==> src/rtl/sdram_rd_trunc.sv <==
module sdram_rd_trunc #(
  parameter int BANK_W = 2,
  parameter int COL_W  = 9,
  parameter int ADDR_W = 12,
  parameter int DQ_W   = 16,
  parameter int CNT_W  = 10
) (
  input  logic              clk,
  input  logic              rst_n,
  input  logic              req_valid,
  input  logic [BANK_W-1:0] req_bank,
  input  logic [COL_W-1:0]  req_col,
  input  logic [CNT_W-1:0]  req_count,
  input  logic [1:0]        cas_lat,
  input  logic              full_page,
  input  logic [1:0]        bl_code,
  input  logic              auto_pre,
  output logic [2:0]        cmd,
  output logic [BANK_W-1:0] ba,
  output logic [ADDR_W-1:0] addr,
  output logic              dqm,
  input  logic [DQ_W-1:0]   dq_in,
  output logic [DQ_W-1:0]   rd_data,
  output logic              rd_valid,
  output logic              busy
);
  localparam logic [2:0] C_NOP = 3'b111;
  localparam logic [2:0] C_RD  = 3'b101;
  localparam logic [2:0] C_BT  = 3'b110;
  localparam logic [2:0] C_PRE = 3'b010;
  localparam int AP_BIT = 10;
  localparam int CYC_W  = CNT_W + 3;

  logic             active;
  logic [1:0]       cl_q;
  logic [CNT_W-1:0] cnt_q;
  logic             term_q, pre_q;
  logic [CYC_W-1:0] cyc, cyc_nx, cl_w, cnt_w, last_cyc;

  logic [CNT_W-1:0] bl_len;
  logic             long_fixed;
  logic             accept;

  assign bl_len     = CNT_W'(1) << bl_code;
  assign long_fixed = !full_page && (req_count >= bl_len);
  assign accept     = req_valid && !active && (req_count != '0);

  assign cyc_nx   = cyc + 1'b1;
  assign cl_w     = CYC_W'(cl_q);
  assign cnt_w    = CYC_W'(cnt_q);
  assign last_cyc = cl_w + cnt_w - 1'b1;

  assign busy = active;
  assign dqm  = !active;

  always_ff @(posedge clk) begin
    if (!rst_n) begin
      active <= 1'b0;
      cyc    <= '0;
      cl_q   <= 2'd1;
      cnt_q  <= '0;
      term_q <= 1'b0;
      pre_q  <= 1'b0;
      cmd    <= C_NOP;
      ba     <= '0;
      addr   <= '0;
    end else if (accept) begin
      active <= 1'b1;
      cyc    <= '0;
      cl_q   <= (cas_lat == 2'd0) ? 2'd1 : cas_lat;
      cnt_q  <= long_fixed ? bl_len : req_count;
      term_q <= !long_fixed;
      pre_q  <= !full_page && auto_pre;
      cmd    <= C_RD;
      ba     <= req_bank;
      addr   <= '0;
      addr[COL_W-1:0] <= req_col;
      addr[AP_BIT]    <= !full_page && auto_pre;
    end else if (active) begin
      cyc  <= cyc_nx;
      addr <= '0;
      if (term_q && cyc_nx == cnt_w)
        cmd <= pre_q ? C_PRE : C_BT;
      else
        cmd <= C_NOP;
      if (cyc == last_cyc)
        active <= 1'b0;
    end else begin
      cmd  <= C_NOP;
      addr <= '0;
    end
  end

  always_ff @(posedge clk) begin
    if (!rst_n) begin
      rd_valid <= 1'b0;
      rd_data  <= '0;
    end else begin
      rd_valid <= active && (cyc >= cl_w) && (cyc <= last_cyc);
      rd_data  <= dq_in;
    end
  end
endmodule

==> config.mk <==
export PLATFORM = sky130hd
export DESIGN_NAME = sdram_rd_trunc
export DESIGN_NICKNAME = d
export VERILOG_FILES = /design/src/rtl/sdram_rd_trunc.sv
export SDC_FILE = /design/constraint.sdc
export NUM_CORES = 1
export LEC_CHECK = 0
export BUFFER_PORTS_ARGS = -buffer_cell sky130_fd_sc_hd__buf_2
export CAP_MARGIN = 10
export CORE_MARGIN = 2
export CORE_UTILIZATION = 50
export CTS_CLUSTER_DIAMETER = 30
export DETAILED_ROUTE_END_ITERATION = 8
export PLACE_DENSITY_LB_ADDON = 0.3
export SKIP_LAST_GASP = 1
export SLEW_MARGIN = 30
export SYNTH_ARGS = -nofsm -noshare
export SYNTH_HDL_FRONTEND = slang
export SYNTH_SLANG_ARGS = --single-unit
export TNS_END_PERCENT = 1
==> constraint.sdc <==
create_clock -name clk -period 4.4 [get_ports clk]
set_input_delay 0.44 -clock clk [delete_from_list [all_inputs] [get_ports clk]]
set_output_delay 0.44 -clock clk [all_outputs]
set_load 0.02 [all_outputs]
==> flow_summary.yaml, run 1 <==
grt:
  gr-usage-met2_pct: 36.3
  grt_max_degree: 32
  grt_pass1_vias: 2742
  grt_first_pass_wirelength_um: 12400
  busiest_layer: "met2"
  antenna_found_initial: 0
  grtUsageMet1_pct: 25.7
  grt_use_total_pct: 21.6
  grt_overflow: 0
  use_met3_pct: 5.06
min_path:
  hold_depth: 2
  min_from: "full_page"
  hold_class: "in -> reg"
  min_to: "addr[10]"
clock_network:
  clockBufferDepth: 2
  cts_tree: "done"
  cts_inserted_buffers: 9
  post-cts-setup-buffers: 0
  hold_buffers: 0
  clock-sinks: 60
  htreeDepth: 3
  path_clk_slew_ns: 0.06
  post_cts_resized: 0
  insertion_delay_ns: 0.34
  root_buffer: "clkbuf_8"
logic_synthesis:
  synth_area_um2: 3320
  ys_async_sr_fraction_pct: 0
  synth_ff_type: "dfxtp_1"
  synth_top_area_share_pct: 36.2
  synth_seq_cells: 60
  syn_avg_cell_area_um2: 8.97
  synth_cells: 370
  ys_warn_count: 0
  synth_area_leaders: "dfxtp_1, ha_1, xor2_1"
  synth.distinct_cells: 51
  synth_most_common_cell: "dfxtp_1"
  synth-edff-count: 0
  netlist_top_cells_count: "dfxtp_1, ha_1, nor2_1, inv_1, and2_1"
  yosys.area.top_type: "dfxtp_1"
  ys_seq_area_share_pct: 36.2
routing:
  first_pass_iters: 4
  remaining_drc_errors: 0
  vias: 2814
  drt-total-wl_um: 7480
  viasPerCell: 5.42
  drtIter0Drc: 144
  antenna_left: 0
  routedWlPerCell_um: 14.4
sta:
  setup_tns_ns: 0
  hold_ws_ns: 0.289
  finalCritPeriodShare_pct: 82.5
  min_period_ns: 3.63
  slew_viol_final: 0
  setup_viol: 0
  worst_slack_ns: 0.771
  tightest_slew_ns: 0.812
  finClkSkew_ns: 0.00690
  slew_headroom_pct: 45.9
  fmax_mhz: 276
  hold_violations: 0
  rsz0062_at_grt: "no"
final_layout:
  n_antenna_cell: 0
  layout.nets: 517
  n_fill_cell: 531
  postLayoutCoreUtil_pct: 60.8
  drive_gt1_share_pct: 22.2
  areaGrowthSynthToFinish_pct: 17.0
job:
  cap_violations: 0
die:
  core_um2: 6390
  row_count: 29
  die_area_um2: 7300
  start_util_pct: 52.0
  die_w_um: 85.5
  die_h_um: 85.5
  io_pins: 82
critical_path:
  startpoint_type: "flip-flop"
  reg2regPathDepth: 15
  rr_startpoint: "cnt_q[1]"
  arrival_ns: 3.89
  worstPathRequired_ns: 4.67
  crit_type: "reg -> reg"
  critPathMaxFanout: 3
  critPathCaptureType: "flip-flop"
  reg2reg_to: "rd_valid"
  r2r_slack_ns: 0.77
place:
  post-place-ws_ns: 0.803
  place_hpwl_um: 5700
  port_buffers: 79
  finalWeightedCongestion: 0.980
power_and_ir_drop:
  power_density_nw_per_um2: 351
  leakagePower_uw: 0.00181
  ir_drop_mv: 0.297
run_status:
  outcome: "complete, no violations"
-- power breakdown --
group / total, µW / leakage, µW / internal [µW] / switching, µW
registers: 586 / 0.000492 / 566 / 19.4
clock network: 494 / 0.000105 / 288 / 206
logic: 284 / 0.00121 / 125 / 159
total: 1360 / 0.00181 / 979 / 385
-- critical path, cell delays in order, from the launching register on --
cell and delay [ns]:
dfxtp_1 0.35, inv_1 0.07, ha_1 0.27, inv_1 0.04, ha_1 0.21, fa_1 0.41, a21o_1 0.18, a21oi_1 0.21
o21ai_0 0.16, o41ai_1 0.49, nand2_1 0.15, ha_1 0.34, nand4_1 0.10, nor3_1 0.26, o2111ai_1 0.17, a21oi_1 0.16
-- cells in the final DEF, fill, tap and decap left out, types with 3 or more instances in the layout --
| master | instances |
|---|---|
| a21o_1 | 4 |
| a21oi_1 | 8 |
| a22o_1 | 8 |
| a31oi_1 | 3 |
| and2_1 | 20 |
| and3_1 | 14 |
| buf_2 | 79 |
| clkbuf_8 | 11 |
| dfxtp_1 | 60 |
| ha_1 | 32 |
| inv_1 | 24 |
| mux2i_1 | 4 |
| nand2_1 | 14 |
| nand2b_1 | 7 |
| nand3_1 | 6 |
| nand4_1 | 13 |
| nand4b_1 | 3 |
| nor2_1 | 31 |
| nor2b_1 | 5 |
| nor3_1 | 6 |
| nor4_1 | 4 |
| o211ai_1 | 3 |
| o21a_1 | 3 |
| o21ai_0 | 12 |
| o21bai_1 | 3 |
| o22ai_1 | 3 |
| xnor2_1 | 15 |
| xor2_1 | 17 |
-- cell type report --
type                            instances  area [µm²]  share of cell area [%]
Clock inverter                          4        48.8                    1.26
Multi-Input combinational cell        263        1900                    48.8
Sequential cell                        60        1200                    30.9
Inverter                               25        93.8                    2.42
Tap cell                               77        96.3                    2.48
Clock buffer                           11         151                    3.90
Timing Repair Buffer                   79         395                    10.2
-- flip-flops by register name, indices dropped and copies added, names as in the netlist --
name      flops
rd_data      16
cyc          13
addr         10
cnt_q        10
cmd           3
ba            2
cl_q          2
busy          1
pre_q         1
rd_valid      1
term_q        1
-- metrics by stage --
stage / std cells / power, µW / area (µm²)
2_1_floorplan: 371 / 797 / 3320
3_3_place_gp: 504 / 875 / 3680
3_5_place_dp: 504 / 879 / 3680
4_1_cts: 519 / 1380 / 3880
5_1_grt: 519 / 1440 / 3880
6_report: 519 / 1360 / 3880
-- worst max-delay path by stage --
| stage | startpoint | to | slack [ns] | depth (start not counted) |
|---|---|---|---|---|
| 5_1_grt | cnt_q[1] | rd_valid | 0.45 | 15 |
| 6_report | cnt_q[1] | rd_valid | 0.77 | 15 |
| 4_1_cts | cnt_q[1] | rd_valid | 0.77 | 15 |
| 2_1_floorplan | cnt_q[1] | rd_valid | 1.22 | 15 |
| 3_3_place_gp | cnt_q[1] | rd_valid | 0.93 | 15 |
| 3_5_place_dp | cnt_q[1] | rd_valid | 0.80 | 15 |
-- cell families (layout without fill, tap and decap cells) --
family / after synthesis / count (layout) / share of synthesized area, %
xor+xnor: 32 / 32 / 8.45
fa+ha+maj: 33 / 33 / 12.7
compound gates: 62 / 62 / 13.2
simple gates: 130 / 130 / 21.3
other cells: 1 / 2 / 0.113
mux: 4 / 4 / 1.21
buf+inv: 48 / 119 / 6.79
flops: 60 / 60 / 36.2
-- per-layer routing --
layer,vias to the layer above,share of wire [%]
li1,1422,-
met1,1292,45
met2,82,47
met3,18,5.0
met4,0,2.8
met5,-,0
No activity file was read; power rests on OpenSTA's default activity.
==> run 2: changes to the inputs <==
Clock period 4.4 ns to 3.5 ns, I/O delays scaled along.
==> run 2 against run 1 <==
  * Core utilization grew 0.76 points
  * Fmax grew 10%
  * Hold slack lost 0.087 ns
  * Via count shrank 0.75%
  * Critical path depth grew 1
  * Critical endpoint unchanged
==> flow_summary.yaml, run 2 (synthesis gave the netlist of run 1 again) <==
run_status:
  outcome: "complete, no violations"
final_layout:
  layout_common_cells: "buf_2, dfxtp_1, nor2_1"
  regMostFlops: "rd_data"
  layout.nets: 518
  final_common_cell: "buf_2"
  top_regs: "rd_data: 16 flops, cyc: 13 flops"
  largest_reg_flops: 16
  final_area_um2: 3930
  drive_gt1_share_pct: 24.1
  final_cells: 521
  n_antenna_cell: 0
  areaGrowthSynthToFinish_pct: 18.5
  postLayoutCoreUtil_pct: 61.6
die:
  die_area_um2: 7300
  die_w_um: 85.5
  io_pins: 82
  row_count: 29
  start_util_pct: 52.0
  core_um2: 6390
  die_h_um: 85.5
sta:
  slew_headroom_pct: 50.4
  fmax_mhz: 304
  slew_viol_final: 0
  setup_tns_ns: 0
  tightest_slew_ns: 0.743
  finalCritPeriodShare_pct: 94.0
  finClkSkew_ns: 0.0104
  min_period_ns: 3.29
  setup_viol: 0
  hold_violations: 0
  worst_slack_ns: 0.211
critical_path:
  worst_path_max_delay_cell: "fa_2"
  rr_startpoint: "cnt_q[1]"
  slowest_delay_ns: 0.36
  reg2regPathDepth: 16
  critPathMaxFanout: 3
  r2r_slack_ns: 0.21
  crit_type: "reg -> reg"
  cp_top_family: "adder cells"
  arrival_ns: 3.57
  startpoint_type: "flip-flop"
  reg2reg_to: "rd_valid"
  crit_chain: "inv_1 > ha_1 > inv_1 > ha_1 > fa_2 > a21o_1 > a21oi_2 > o21ai_2 > o41ai_2 > buf_4 > nand2_2 > ha_4 > nand4_1 > nor3_2 > o2111ai_1 > a21oi_1"
  critPathCaptureType: "flip-flop"
  worstPathRequired_ns: 3.78
  cp_num_buf_inv: 3
routing:
  drt-total-wl_um: 7450
  route.met3.wl_um: 427
  top_layer_used: "met4"
  drtIter0Drc: 171
  drt-met1-wl_um: 3340
  viasPerCell: 5.36
  vias: 2793
  route.met2.wl_um: 3580
  routedWlPerCell_um: 14.3
  first_pass_iters: 4
  remaining_drc_errors: 0
  antenna_left: 0
grt:
  grt_first_pass_wirelength_um: 12300
  grt_overflow: 0
  grt_max_degree: 32
  grt_pass1_vias: 2753
  grt_use_total_pct: 21.2
  antenna_found_initial: 0
clock_network:
  htreeDepth: 3
  path_clk_slew_ns: 0.07
  clockBufferDepth: 2
  root_buffer: "clkbuf_8"
  cts_tree: "done"
  cts_inserted_buffers: 9
  clock-sinks: 60
  insertion_delay_ns: 0.34
min_path:
  min_to: "addr[10]"
  min_from: "full_page"
  hold_class: "in -> reg"
  hold_depth: 2
power_and_ir_drop:
  ir_drop_mv: 0.427
  power_density_nw_per_um2: 441
  leakagePower_uw: 0.00180
place:
  finalWeightedCongestion: 0.958
  post-place-cells: 505
  port_buffers: 79
  place_hpwl_um: 5640
  place_area_um2: 3690
  post-place-ws_ns: 0.0430
job:
  cap_violations: 0
-- run 2: cell count changes in the layout (fill, tap and decap cells not counted), moves of 2 or more --
cell        change
clkbuf_8        -2
clkinvlp_4      +2
ha_1            -2
ha_4            +2
-- run 2: repair_timing --
action	4_1_cts	5_1_grt
hold buffers	0	0
gates resized for setup	0	9
setup endpoints to repair	0	2
buffers inserted	0	0
-- run 2: report_power, final --
group	switching [µW]	internal [µW]	total, µW
sequential	24.4	712	736
combinational	213	173	386
clock	283	328	611
-- run 2: area by class of cell --
| cell class | count | area, µm² |
|---|---|---|
| Clock inverter | 6 | 63.8 |
| Sequential cell | 60 | 1200 |
| Fill cell | 543 | 2450 |
| Clock buffer | 10 | 128 |
| Timing Repair Buffer | 80 | 403 |
| Multi-Input combinational cell | 263 | 1950 |
| Inverter | 25 | 93.8 |
| Tap cell | 77 | 96.3 |
-- run 2: worst reg2reg max path: cells and delay by family (launching register included) --
family          cells  cell delay, ns
fa+ha+maj           4            1.14
compound gates      6            0.99
simple gates        3            0.44
flops               1            0.35
buf+inv             3            0.30
-- run 2: metrics by stage --
step | hold slack (ns) | total power, µW
CTS | 0.196 | 1720
global placement | 0.440 | 1100
detailed placement | 0.446 | 1110
floorplan | 0.427 | 1000
finish | 0.201 | 1730
global route | 0.197 | 1820
-- run 2: how the worst max path moves through the flow --
stage,slack (ns),start,to,depth (start not counted)
global route,-0.003,cnt_q[1],rd_valid,15
finish,0.21,cnt_q[1],rd_valid,16
floorplan,0.32,cnt_q[1],rd_valid,15
global placement,0.18,cnt_q[1],rd_valid,16
detailed placement,0.04,cnt_q[1],rd_valid,16
CTS,0.02,cnt_q[1],rd_valid,16
-- run 2: layer usage --
layer	up-vias	GRT usage (%)
li1	1426	-
met1	1280	26.2
met2	77	35.4
met3	10	5.25
met4	0	8.66
met5	-	0
==> run 3: changes to the inputs <==
Settings changed: REMOVE_ABC_BUFFERS set to 1.
==> run 3 against run 2 <==
  * Total power up 7.6%
  * Core utilization up 1.0 points
  * Wire length up 3.0%
  * Critical path depth down 1
  * Non-clock buffer count up 2
  * Worst setup slack worse by 0.053 ns
  * Critical path type unchanged
==> flow_summary.yaml, run 3 (synthesis gave the netlist of run 1 again) <==
run_status:
  outcome: "complete, no violations"
clock_network:
  path_clk_slew_ns: 0.07
  insertion_delay_ns: 0.33
  clock-sinks: 60
  hold_buffers: 0
  cts_tree: "done"
  cts_inserted_buffers: 9
  clockBufferDepth: 2
  root_buffer: "clkbuf_8"
  htreeDepth: 3
final_layout:
  drive_gt1_share_pct: 24.2
  largest_reg_flops: 16
  postLayoutCoreUtil_pct: 62.6
  regMostFlops: "rd_data"
  layout.nets: 520
  layout_common_cells: "buf_2, dfxtp_1, nor2_1, ha_1, inv_1"
  final_area_um2: 4000
  areaGrowthSynthToFinish_pct: 20.4
  final_cells: 523
  final_common_cell: "buf_2"
  n_antenna_cell: 0
  top_regs: "rd_data: 16 flops, cyc: 13 flops"
routing:
  drtIter0Drc: 162
  routedWlPerCell_um: 14.7
  first_pass_iters: 5
  viasPerCell: 5.32
  drt-total-wl_um: 7680
  remaining_drc_errors: 0
  antenna_left: 0
  vias: 2782
job:
  cap_violations: 0
critical_path:
  worst_path_max_delay_cell: "fa_2"
  worstPathRequired_ns: 3.77
  critPathCaptureType: "flip-flop"
  crit_chain: "inv_1 > ha_1 > inv_1 > ha_1 > fa_2 > a21o_1 > a21oi_2 > o21ai_1 > o41ai_2 > nand2_1 > ha_1 > nand4_1 > nor3_2 > o2111ai_1 > a21oi_1"
  crit_type: "reg -> reg"
  arrival_ns: 3.61
  critPathMostFrequentCell: "ha_1"
  startpoint_type: "flip-flop"
  critPathMaxFanout: 3
  slowest_delay_ns: 0.36
  rr_startpoint: "cnt_q[1]"
  startpoint: "cnt_q[1]"
grt:
  grt_max_degree: 32
  antenna_found_initial: 0
  grt_pass1_vias: 2693
  grt_use_total_pct: 22.0
  grt_first_pass_wirelength_um: 12600
  grt_overflow: 0
sta:
  finClkSkew_ns: 0.00423
  min_period_ns: 3.34
  tightest_slew_ns: 0.820
  fmax_mhz: 299
  finalCritPeriodShare_pct: 95.5
  setup_viol: 0
  hold_ws_ns: 0.215
  slew_headroom_pct: 45.2
  hold_violations: 0
  slew_viol_final: 0
die:
  die_w_um: 85.5
  start_util_pct: 52.0
  io_pins: 82
  die_h_um: 85.5
  die_area_um2: 7300
  core_um2: 6390
  row_count: 29
min_path:
  hold_class: "in -> reg"
  min_from: "dq_in[15]"
power_and_ir_drop:
  power_density_nw_per_um2: 467
  leakagePower_uw: 0.00184
  ir_drop_mv: 0.358
  p_int_uw: 1360
  switching_share_pct: 27.1
  clkPwrFrac_pct: 40.0
  switching_power_uw: 506
  seqPwrFrac_pct: 39.2
  pwr-share-comb_pct: 20.8
place:
  place_hpwl_um: 5780
  post-place-cells: 505
  place_area_um2: 3690
  port_buffers: 79
  finalWeightedCongestion: 0.868
-- run 3: worst paths after layout --
kind	endpoint	slack (ns)	cells after the start
setup / recovery	rd_valid	0.16	15
hold / removal	rd_data[15]	0.21	2
setup reg to reg	rd_valid	0.16	15
hold reg to reg	term_q	0.47	1
-- run 3: through the flow --
stage / power (µW) / setup slack [ns] / TNS, ns
final: 1870 / 0.157 / 0
after global routing: 1970 / -0.0953 / -0.0953
after CTS: 1860 / 0.0143 / 0
after detailed placement: 1100 / -0.0711 / -0.0711
after global placement: 1090 / 0.0788 / 0
after floorplan: 993 / 0.307 / 0
-- run 3: final cells by class --
class / count / area, µm²
tap: 77 / 96.3
multi-input combinational: 263 / 1950
inverter: 25 / 93.8
timing repair buffer: 82 / 418
clock inverter: 6 / 111
fill: 552 / 2390
sequential: 60 / 1200
clock buffer: 10 / 128
-- run 3: worst max-delay path: cells and delay by family (launching register included) --
family / cells / cell delay [ns]
fa+ha+maj: 4 / 1.18
compound gates: 6 / 1.09
simple gates: 3 / 0.58
flops: 1 / 0.34
buf+inv: 2 / 0.10
-- run 3: layer usage --
layer,global-route usage (%),share of wire [%],up-vias
li1,-,-,1426
met1,27.4,44,1275
met2,36.6,50,71
met3,6.61,5.1,10
met4,6.78,1.3,0
met5,0,0,-
-- run 3: power by group through the flow --
| stage | Sequential [µW] | Clock [µW] | Combinational [µW] |
|---|---|---|---|
| after global placement | 744 | 0 | 349 |
| after CTS | 730 | 764 | 365 |
| after detailed placement | 745 | 0 | 360 |
| after global routing | 733 | 796 | 438 |
| after floorplan | 769 | 0 | 224 |
| final | 731 | 747 | 388 |
-- run 3: repair_timing --
item                       in CTS  in global routing
buffers inserted                0                  2
setup endpoints to repair       1                  2
pin swaps                       0                  5
gates resized for setup         1                  9
